## src/rtl/rtc_tick_pkg.sv

```systemverilog
package rtc_tick_pkg;

  typedef enum logic [1:0] {
    PER_SEC  = 2'd0,
    PER_MIN  = 2'd1,
    PER_HOUR = 2'd2,
    PER_DAY  = 2'd3
  } period_e;

  localparam int NUM_FIELDS = 3;
  localparam int NUM_MODES  = 4;
  localparam int ST_W       = NUM_MODES + 1;  // mode bits plus alarm
  localparam int ST_LSB     = 2;              // status bit of mode 0

  localparam logic [2:0] A_CTRL  = 3'd0;
  localparam logic [2:0] A_STAT  = 3'd1;
  localparam logic [2:0] A_SEC   = 3'd2;
  localparam logic [2:0] A_MIN   = 3'd3;
  localparam logic [2:0] A_HOUR  = 3'd4;

  function automatic int field_width(input int a, input int b, input int c);
    int m;
    m = a;
    if (b > m) m = b;
    if (c > m) m = c;
    return $clog2(m);
  endfunction

endpackage

```

## src/rtl/rtc_wrap_counter.sv

```systemverilog
module rtc_wrap_counter #(
  parameter int LIMIT = 60,
  parameter int W     = 6
) (
  input  logic         clk,
  input  logic         rst_n,
  input  logic         inc,
  output logic [W-1:0] count,
  output logic         wrap
);

  localparam logic [W-1:0] LAST = W'(LIMIT - 1);

  assign wrap = inc && (count == LAST);

  always_ff @(posedge clk or negedge rst_n) begin
    if (!rst_n) begin
      count <= '0;
    end else if (inc) begin
      count <= wrap ? '0 : count + W'(1);
    end
  end

endmodule

```

## src/rtl/rtc_time_chain.sv

```systemverilog
module rtc_time_chain
  import rtc_tick_pkg::*;
#(
  parameter int SEC_LIMIT  = 60,
  parameter int MIN_LIMIT  = 60,
  parameter int HOUR_LIMIT = 24,
  parameter int TW         = 6
) (
  input  logic          clk,
  input  logic          rst_n,
  input  logic          tick,
  output logic [TW-1:0] field_cnt [NUM_FIELDS],
  output logic [NUM_FIELDS-1:0] field_wrap
);

  function automatic int limit_of(input int idx);
    case (idx)
      0:       return SEC_LIMIT;
      1:       return MIN_LIMIT;
      default: return HOUR_LIMIT;
    endcase
  endfunction

  logic [NUM_FIELDS-1:0] field_inc;

  for (genvar g = 0; g < NUM_FIELDS; g++) begin : g_field
    if (g == 0) begin : g_first
      assign field_inc[g] = tick;
    end else begin : g_carry
      assign field_inc[g] = field_wrap[g-1];
    end

    rtc_wrap_counter #(
      .LIMIT (limit_of(g)),
      .W     (TW)
    ) u_cnt (
      .clk   (clk),
      .rst_n (rst_n),
      .inc   (field_inc[g]),
      .count (field_cnt[g]),
      .wrap  (field_wrap[g])
    );
  end

endmodule

```

## src/rtl/rtc_period_sel.sv

```systemverilog
module rtc_period_sel
  import rtc_tick_pkg::*;
(
  input  logic                  tick,
  input  logic [NUM_FIELDS-1:0] field_wrap,
  input  period_e               mode,
  output logic [NUM_MODES-1:0]  mode_set,
  output logic                  hit
);

  // A wrap of field k means every field up to k is zero after the update.
  for (genvar m = 0; m < NUM_MODES; m++) begin : g_mode
    if (m == 0) begin : g_every
      assign mode_set[m] = (mode == period_e'(m)) && tick;
    end else begin : g_bound
      assign mode_set[m] = (mode == period_e'(m)) && field_wrap[m-1];
    end
  end

  assign hit = |mode_set;

endmodule

```

## src/rtl/rtc_tick_regs.sv

```systemverilog
module rtc_tick_regs
  import rtc_tick_pkg::*;
#(
  parameter int DATA_W = 8,
  parameter int ADDR_W = 3,
  parameter int TW     = 6
) (
  input  logic                 clk,
  input  logic                 rst_n,
  input  logic                 bus_wr,
  input  logic [ADDR_W-1:0]    bus_addr,
  input  logic [DATA_W-1:0]    bus_wdata,
  input  logic [NUM_MODES-1:0] mode_set,
  input  logic                 period_hit,
  input  logic                 alarm_hit,
  input  logic [TW-1:0]        field_cnt [NUM_FIELDS],
  output period_e              mode_q,
  output logic                 pulse_en_q,
  output logic [ST_W-1:0]      st_q,
  output logic [DATA_W-1:0]    bus_rdata,
  output logic                 irq_q
);

  localparam int ST_MSB = ST_LSB + ST_W - 1;

  logic            ctrl_wr;
  logic            stat_wr;
  logic [ST_W-1:0] st_clr;
  logic [ST_W-1:0] st_set;
  logic [ST_W-1:0] st_d;
  logic            wdata_unused;

  assign wdata_unused = ^{bus_wdata[DATA_W-1:ST_MSB+1]};

  assign ctrl_wr = bus_wr && (bus_addr == ADDR_W'(A_CTRL));
  assign stat_wr = bus_wr && (bus_addr == ADDR_W'(A_STAT));
  assign st_clr  = stat_wr ? bus_wdata[ST_MSB:ST_LSB] : '0;
  assign st_set  = {alarm_hit, mode_set};
  assign st_d    = (st_q & ~st_clr) | st_set;

  always_ff @(posedge clk or negedge rst_n) begin
    if (!rst_n) begin
      mode_q     <= PER_SEC;
      pulse_en_q <= 1'b0;
      st_q       <= '0;
      irq_q      <= 1'b0;
    end else begin
      if (ctrl_wr) begin
        mode_q     <= period_e'(bus_wdata[1:0]);
        pulse_en_q <= bus_wdata[2];
      end
      st_q  <= st_d;
      irq_q <= period_hit && pulse_en_q;
    end
  end

  always_comb begin
    bus_rdata = '0;
    case (bus_addr)
      ADDR_W'(A_CTRL): bus_rdata = DATA_W'({pulse_en_q, mode_q});
      ADDR_W'(A_STAT): bus_rdata = DATA_W'({st_q, {ST_LSB{1'b0}}});
      ADDR_W'(A_SEC):  bus_rdata = DATA_W'(field_cnt[0]);
      ADDR_W'(A_MIN):  bus_rdata = DATA_W'(field_cnt[1]);
      ADDR_W'(A_HOUR): bus_rdata = DATA_W'(field_cnt[2]);
      default:         bus_rdata = '0;
    endcase
  end

endmodule

```

## src/rtl/rtc_tick_irq.sv

```systemverilog
module rtc_tick_irq
  import rtc_tick_pkg::*;
#(
  parameter int SEC_LIMIT  = 60,
  parameter int MIN_LIMIT  = 60,
  parameter int HOUR_LIMIT = 24,
  parameter int DATA_W     = 8,
  parameter int ADDR_W     = 3
) (
  input  logic              clk,
  input  logic              rst_n,
  input  logic              tick_1hz,
  input  logic              alarm_hit,
  input  logic              bus_wr,
  input  logic [ADDR_W-1:0] bus_addr,
  input  logic [DATA_W-1:0] bus_wdata,
  output logic [DATA_W-1:0] bus_rdata,
  output logic              irq_pulse,
  output logic              alarm_level
);

  localparam int TW = field_width(SEC_LIMIT, MIN_LIMIT, HOUR_LIMIT);

  logic [TW-1:0]         field_cnt [NUM_FIELDS];
  logic [NUM_FIELDS-1:0] field_wrap;
  logic [NUM_MODES-1:0]  mode_set;
  logic                  period_hit;
  period_e               mode_q;
  logic                  pulse_en_q;
  logic [ST_W-1:0]       st_q;

  rtc_time_chain #(
    .SEC_LIMIT  (SEC_LIMIT),
    .MIN_LIMIT  (MIN_LIMIT),
    .HOUR_LIMIT (HOUR_LIMIT),
    .TW         (TW)
  ) u_time (
    .clk        (clk),
    .rst_n      (rst_n),
    .tick       (tick_1hz),
    .field_cnt  (field_cnt),
    .field_wrap (field_wrap)
  );

  rtc_period_sel u_sel (
    .tick       (tick_1hz),
    .field_wrap (field_wrap),
    .mode       (mode_q),
    .mode_set   (mode_set),
    .hit        (period_hit)
  );

  rtc_tick_regs #(
    .DATA_W (DATA_W),
    .ADDR_W (ADDR_W),
    .TW     (TW)
  ) u_regs (
    .clk        (clk),
    .rst_n      (rst_n),
    .bus_wr     (bus_wr),
    .bus_addr   (bus_addr),
    .bus_wdata  (bus_wdata),
    .mode_set   (mode_set),
    .period_hit (period_hit),
    .alarm_hit  (alarm_hit),
    .field_cnt  (field_cnt),
    .mode_q     (mode_q),
    .pulse_en_q (pulse_en_q),
    .st_q       (st_q),
    .bus_rdata  (bus_rdata),
    .irq_q      (irq_pulse)
  );

  assign alarm_level = st_q[ST_W-1];

endmodule

```

## config.mk

```make
export PLATFORM = sky130hd
export DESIGN_NAME = rtc_tick_irq
export DESIGN_NICKNAME = d
export VERILOG_FILES = /design/src/rtl/rtc_tick_pkg.sv /design/src/rtl/rtc_wrap_counter.sv /design/src/rtl/rtc_time_chain.sv /design/src/rtl/rtc_period_sel.sv /design/src/rtl/rtc_tick_regs.sv /design/src/rtl/rtc_tick_irq.sv
export SDC_FILE = /design/constraint.sdc
export NUM_CORES = 1
export LEC_CHECK = 0
export ABC_AREA = 1
export ABC_CLOCK_PERIOD_IN_PS = 1780
export BUFFER_PORTS_ARGS = -buffer_cell sky130_fd_sc_hd__buf_2
export CORE_MARGIN = 10
export CORE_UTILIZATION = 50
export DETAILED_ROUTE_END_ITERATION = 8
export PLACE_DENSITY = 0.78
export SLEW_MARGIN = 15
export SYNTH_ARGS = -nofsm -noshare
export SYNTH_HDL_FRONTEND = slang
export SYNTH_HIERARCHICAL = 1
export SYNTH_SLANG_ARGS = --single-unit
```

## constraint.sdc

```tcl
create_clock -name clk -period 1.78 [get_ports clk]
set_clock_uncertainty 0.05 [all_clocks]
set_input_delay 0.178 -clock clk [delete_from_list [all_inputs] [get_ports clk]]
set_output_delay 0.178 -clock clk [all_outputs]
set_load 0.03 [all_outputs]
```

==> flow_metrics.tcl <==
set metrics [dict create \
    syn_area_um2 1670 \
    mostFrequentLayoutCell "nand2_1" \
    grt_pass1_vias 1571 \
    cts_tree "built" \
    clkPwrFrac_pct 16.9 \
    dp_slack_ns -0.0289 \
    htree_levels 1 \
    worst_slew_pin_slew_ns 0.607 \
    gr-total-overflow 0 \
    numPortBuffers 23 \
    vias_per_cell 5.13 \
    initial_core_util_pct 53.3 \
    hpwl_um 2920 \
    rsz0062_at_grt "yes" \
    drt_iter0_markers 114 \
    ys_types 22 \
    clock_latency_ns 0.32 \
    violations "negative setup slack" \
    cts_buffer_depth 2 \
    path_max_fanout 4 \
    die_x_um 77.7 \
    syn2layout_area_growth_pct 25.3 \
    routed_wl_um 4130 \
    p_switching_uw 540 \
    synthCells 236 \
    fill_cells 277 \
    hold_violations 0 \
    slowest_stage "dfrtp_1" \
    p_sw_share_pct 35.2 \
    cts_made_buffers 3 \
    synthArstFlopShare_pct 100 \
    pin_count 26 \
    pwr-share-comb_pct 32.9 \
    finalCritPeriodShare_pct 106 \
    period_minus_slack_ns 1.88 \
    worst_slack_ns -0.101 \
    multi_input_area_um2 867 \
    ys_warn_count 6 \
    pwr-share-seq_pct 50.2 \
    p_int_uw 995 \
    slowest_delay_ns 0.38 \
    status "finished with violations" \
    slew_headroom_pct 59.6 \
    first_pass_iters 5 \
    end_kind "register" \
    critical_path_required_ns 1.96 \
    layout_common_cells "nand2_1, inv_1, nand3_1, dfrtp_1, buf_2" \
    holdWs_ns 0.0435 \
    ctsRootBufferMaster "clkbuf_4" \
    power_uw 1540 \
    p_per_area_nw_per_um2 735 \
    routabilityCongestion 0.869 \
    drive_above_1_share_pct 29.4 \
    ant_nets 0 \
    drc 0 \
    crit_type "register to register" \
    ir_worst_vdd_v 0.000559 \
    wire_per_inst_um 12.7 \
    synth.avg_cell_area_um2 7.06 \
    diodes 0 \
    fin_cells 326 \
    path_cells "ha_2 > nand2_2 > inv_2 > nand3_2 > inv_2 > nand2_2 > inv_2 > nand3_4 > inv_4 > buf_4 > buf_6 > nand2_4 > nor2_4 > nand2_1 > nand2_2 > nor2_2" \
    grt_usage_pct 13.5 \
    ys_seq_area_share_pct 40.5 \
    place_inst 311 \
    antenna_found_initial 0 \
    numClockSinks 27 \
    core.rowCount 20 \
    synth-edff-count 0 \
    nets 302 \
    p_leak_uw 0.00118 \
    start_kind "register" \
    fp.coreArea_um2 3130 \
    vias 1672 \
    ys.flop_type "dfrtp_1" \
    maxSlewViolCount 0 \
    synth-seq-cells 27 \
    min_path_type "primary input to register" \
    die-area_um2 6040 \
    arrival_ns 2.06 \
    clk_pin_slew_ns 0.14 \
    finalSetupViolations 6 \
    cap_violations 0 \
    grt_first_pass_wirelength_um 6910 \
    syn-num-nets 255 \
    clock.fmax_mhz 532 \
    grt_max_degree 28 \
    die_y_um 77.7 \
    seq_area_um2 676 \
]
[power groups by stage]
stage | registers (uW) | logic (uW) | clock network (uW)
finish | 770 | 505 | 259
global route | 783 | 572 | 304
CTS | 766 | 506 | 272
detailed placement | 776 | 496 | 0
global placement | 774 | 484 | 0
floorplan | 802 | 261 | 0
[cell type report]
type                            instances  area share (%)
Multi-Input combinational cell        164            41.5
Clock buffer                            4            1.26
Timing Repair Buffer                   47            14.9
Tap cell                               44            2.64
Inverter                               40            7.31
Sequential cell                        27            32.4
[cells in the mapped netlist, types with 3 or more instances]
cell	number	area, um^2
nand2_1	70	263
dfrtp_1	27	676
nand3_1	30	150
nor2_1	22	82.6
inv_2	6	22.5
nand2_2	4	25.0
nor2_2	4	25.0
inv_1	34	128
nor2_4	3	33.8
nand4_1	16	100
ha_1	3	37.5
[registers in the layout (all words and copies together) (netlist names)]
signal,cells
u_regs/st_q,5
u_regs/pulse_en_q,1
u_regs/mode_q,2
u_time/g_field.u_cnt/count,18
u_regs/irq_q,1
[per-layer routing]
layer  global-route usage, %  routed length [um]  up-vias
met5                       0                   0        -
met4                    4.56                  68        0
met3                    2.42                 264       12
met2                    23.2                2060       50
met1                    16.6                1730      776
li1                        -                   -      834
[timing repair]
action	4_1_cts	5_1_grt
hold endpoints to repair	28	0
setup buffers	6	3
pin swaps	3	12
setup endpoints to repair	2	9
resized for setup	1	14
hold buffers	2	0
[critical path, delay by kind of cell, from the launching register on]
kind,cells,cell delay [ns]
buf+inv,6,0.52
simple gates,9,0.65
fa+ha+maj,1,0.18
flops,1,0.38
[through the flow]
stage                     TNS [ns]  cell area [um^2]  utilization [%]
final                       -0.489              2090             66.8
after global routing         -1.55              2090             66.8
after CTS                  -0.0354              2020             64.6
after detailed placement   -0.0289              1920             61.5
after global placement           0              1920             61.5
after floorplan             -0.177              1680                -
[path summary, 6_finish.rpt]
check / start / depth (start not counted) / slack, ns / end
worst max-delay path: u_time/g_field[0].u_cnt/count[1]$_DFFE_PN0P_ / 16 / -0.10 / u_time/g_field[2].u_cnt/count[3]$_DFFE_PN0P_
worst min-delay path: bus_wdata[1] / 3 / 0.04 / u_regs/mode_q[1]$_DFFE_PN0P_
worst max register to register: u_time/g_field[0].u_cnt/count[1]$_DFFE_PN0P_ / 16 / -0.10 / u_time/g_field[2].u_cnt/count[3]$_DFFE_PN0P_
worst min register to register: u_regs/st_q[1]$_DFF_PN0_ / 2 / 0.44 / u_regs/st_q[1]$_DFF_PN0_
max in group asynchronous: rst_n / 2 / 0.96 / u_time/g_field[1].u_cnt/count[2]$_DFFE_PN0P_
min in group asynchronous: rst_n / 2 / 0.33 / u_time/g_field[0].u_cnt/count[3]$_DFFE_PN0P_
[cells by family after synthesis]
group,share of synthesized area [%]
simple gates,42.9
buf+inv,10.7
flops,40.5
compound gates,2.25
fa+ha+maj,2.25
xor+xnor,1.05
other cells,0.225
No activity file was read; power rests on OpenSTA's default activity.
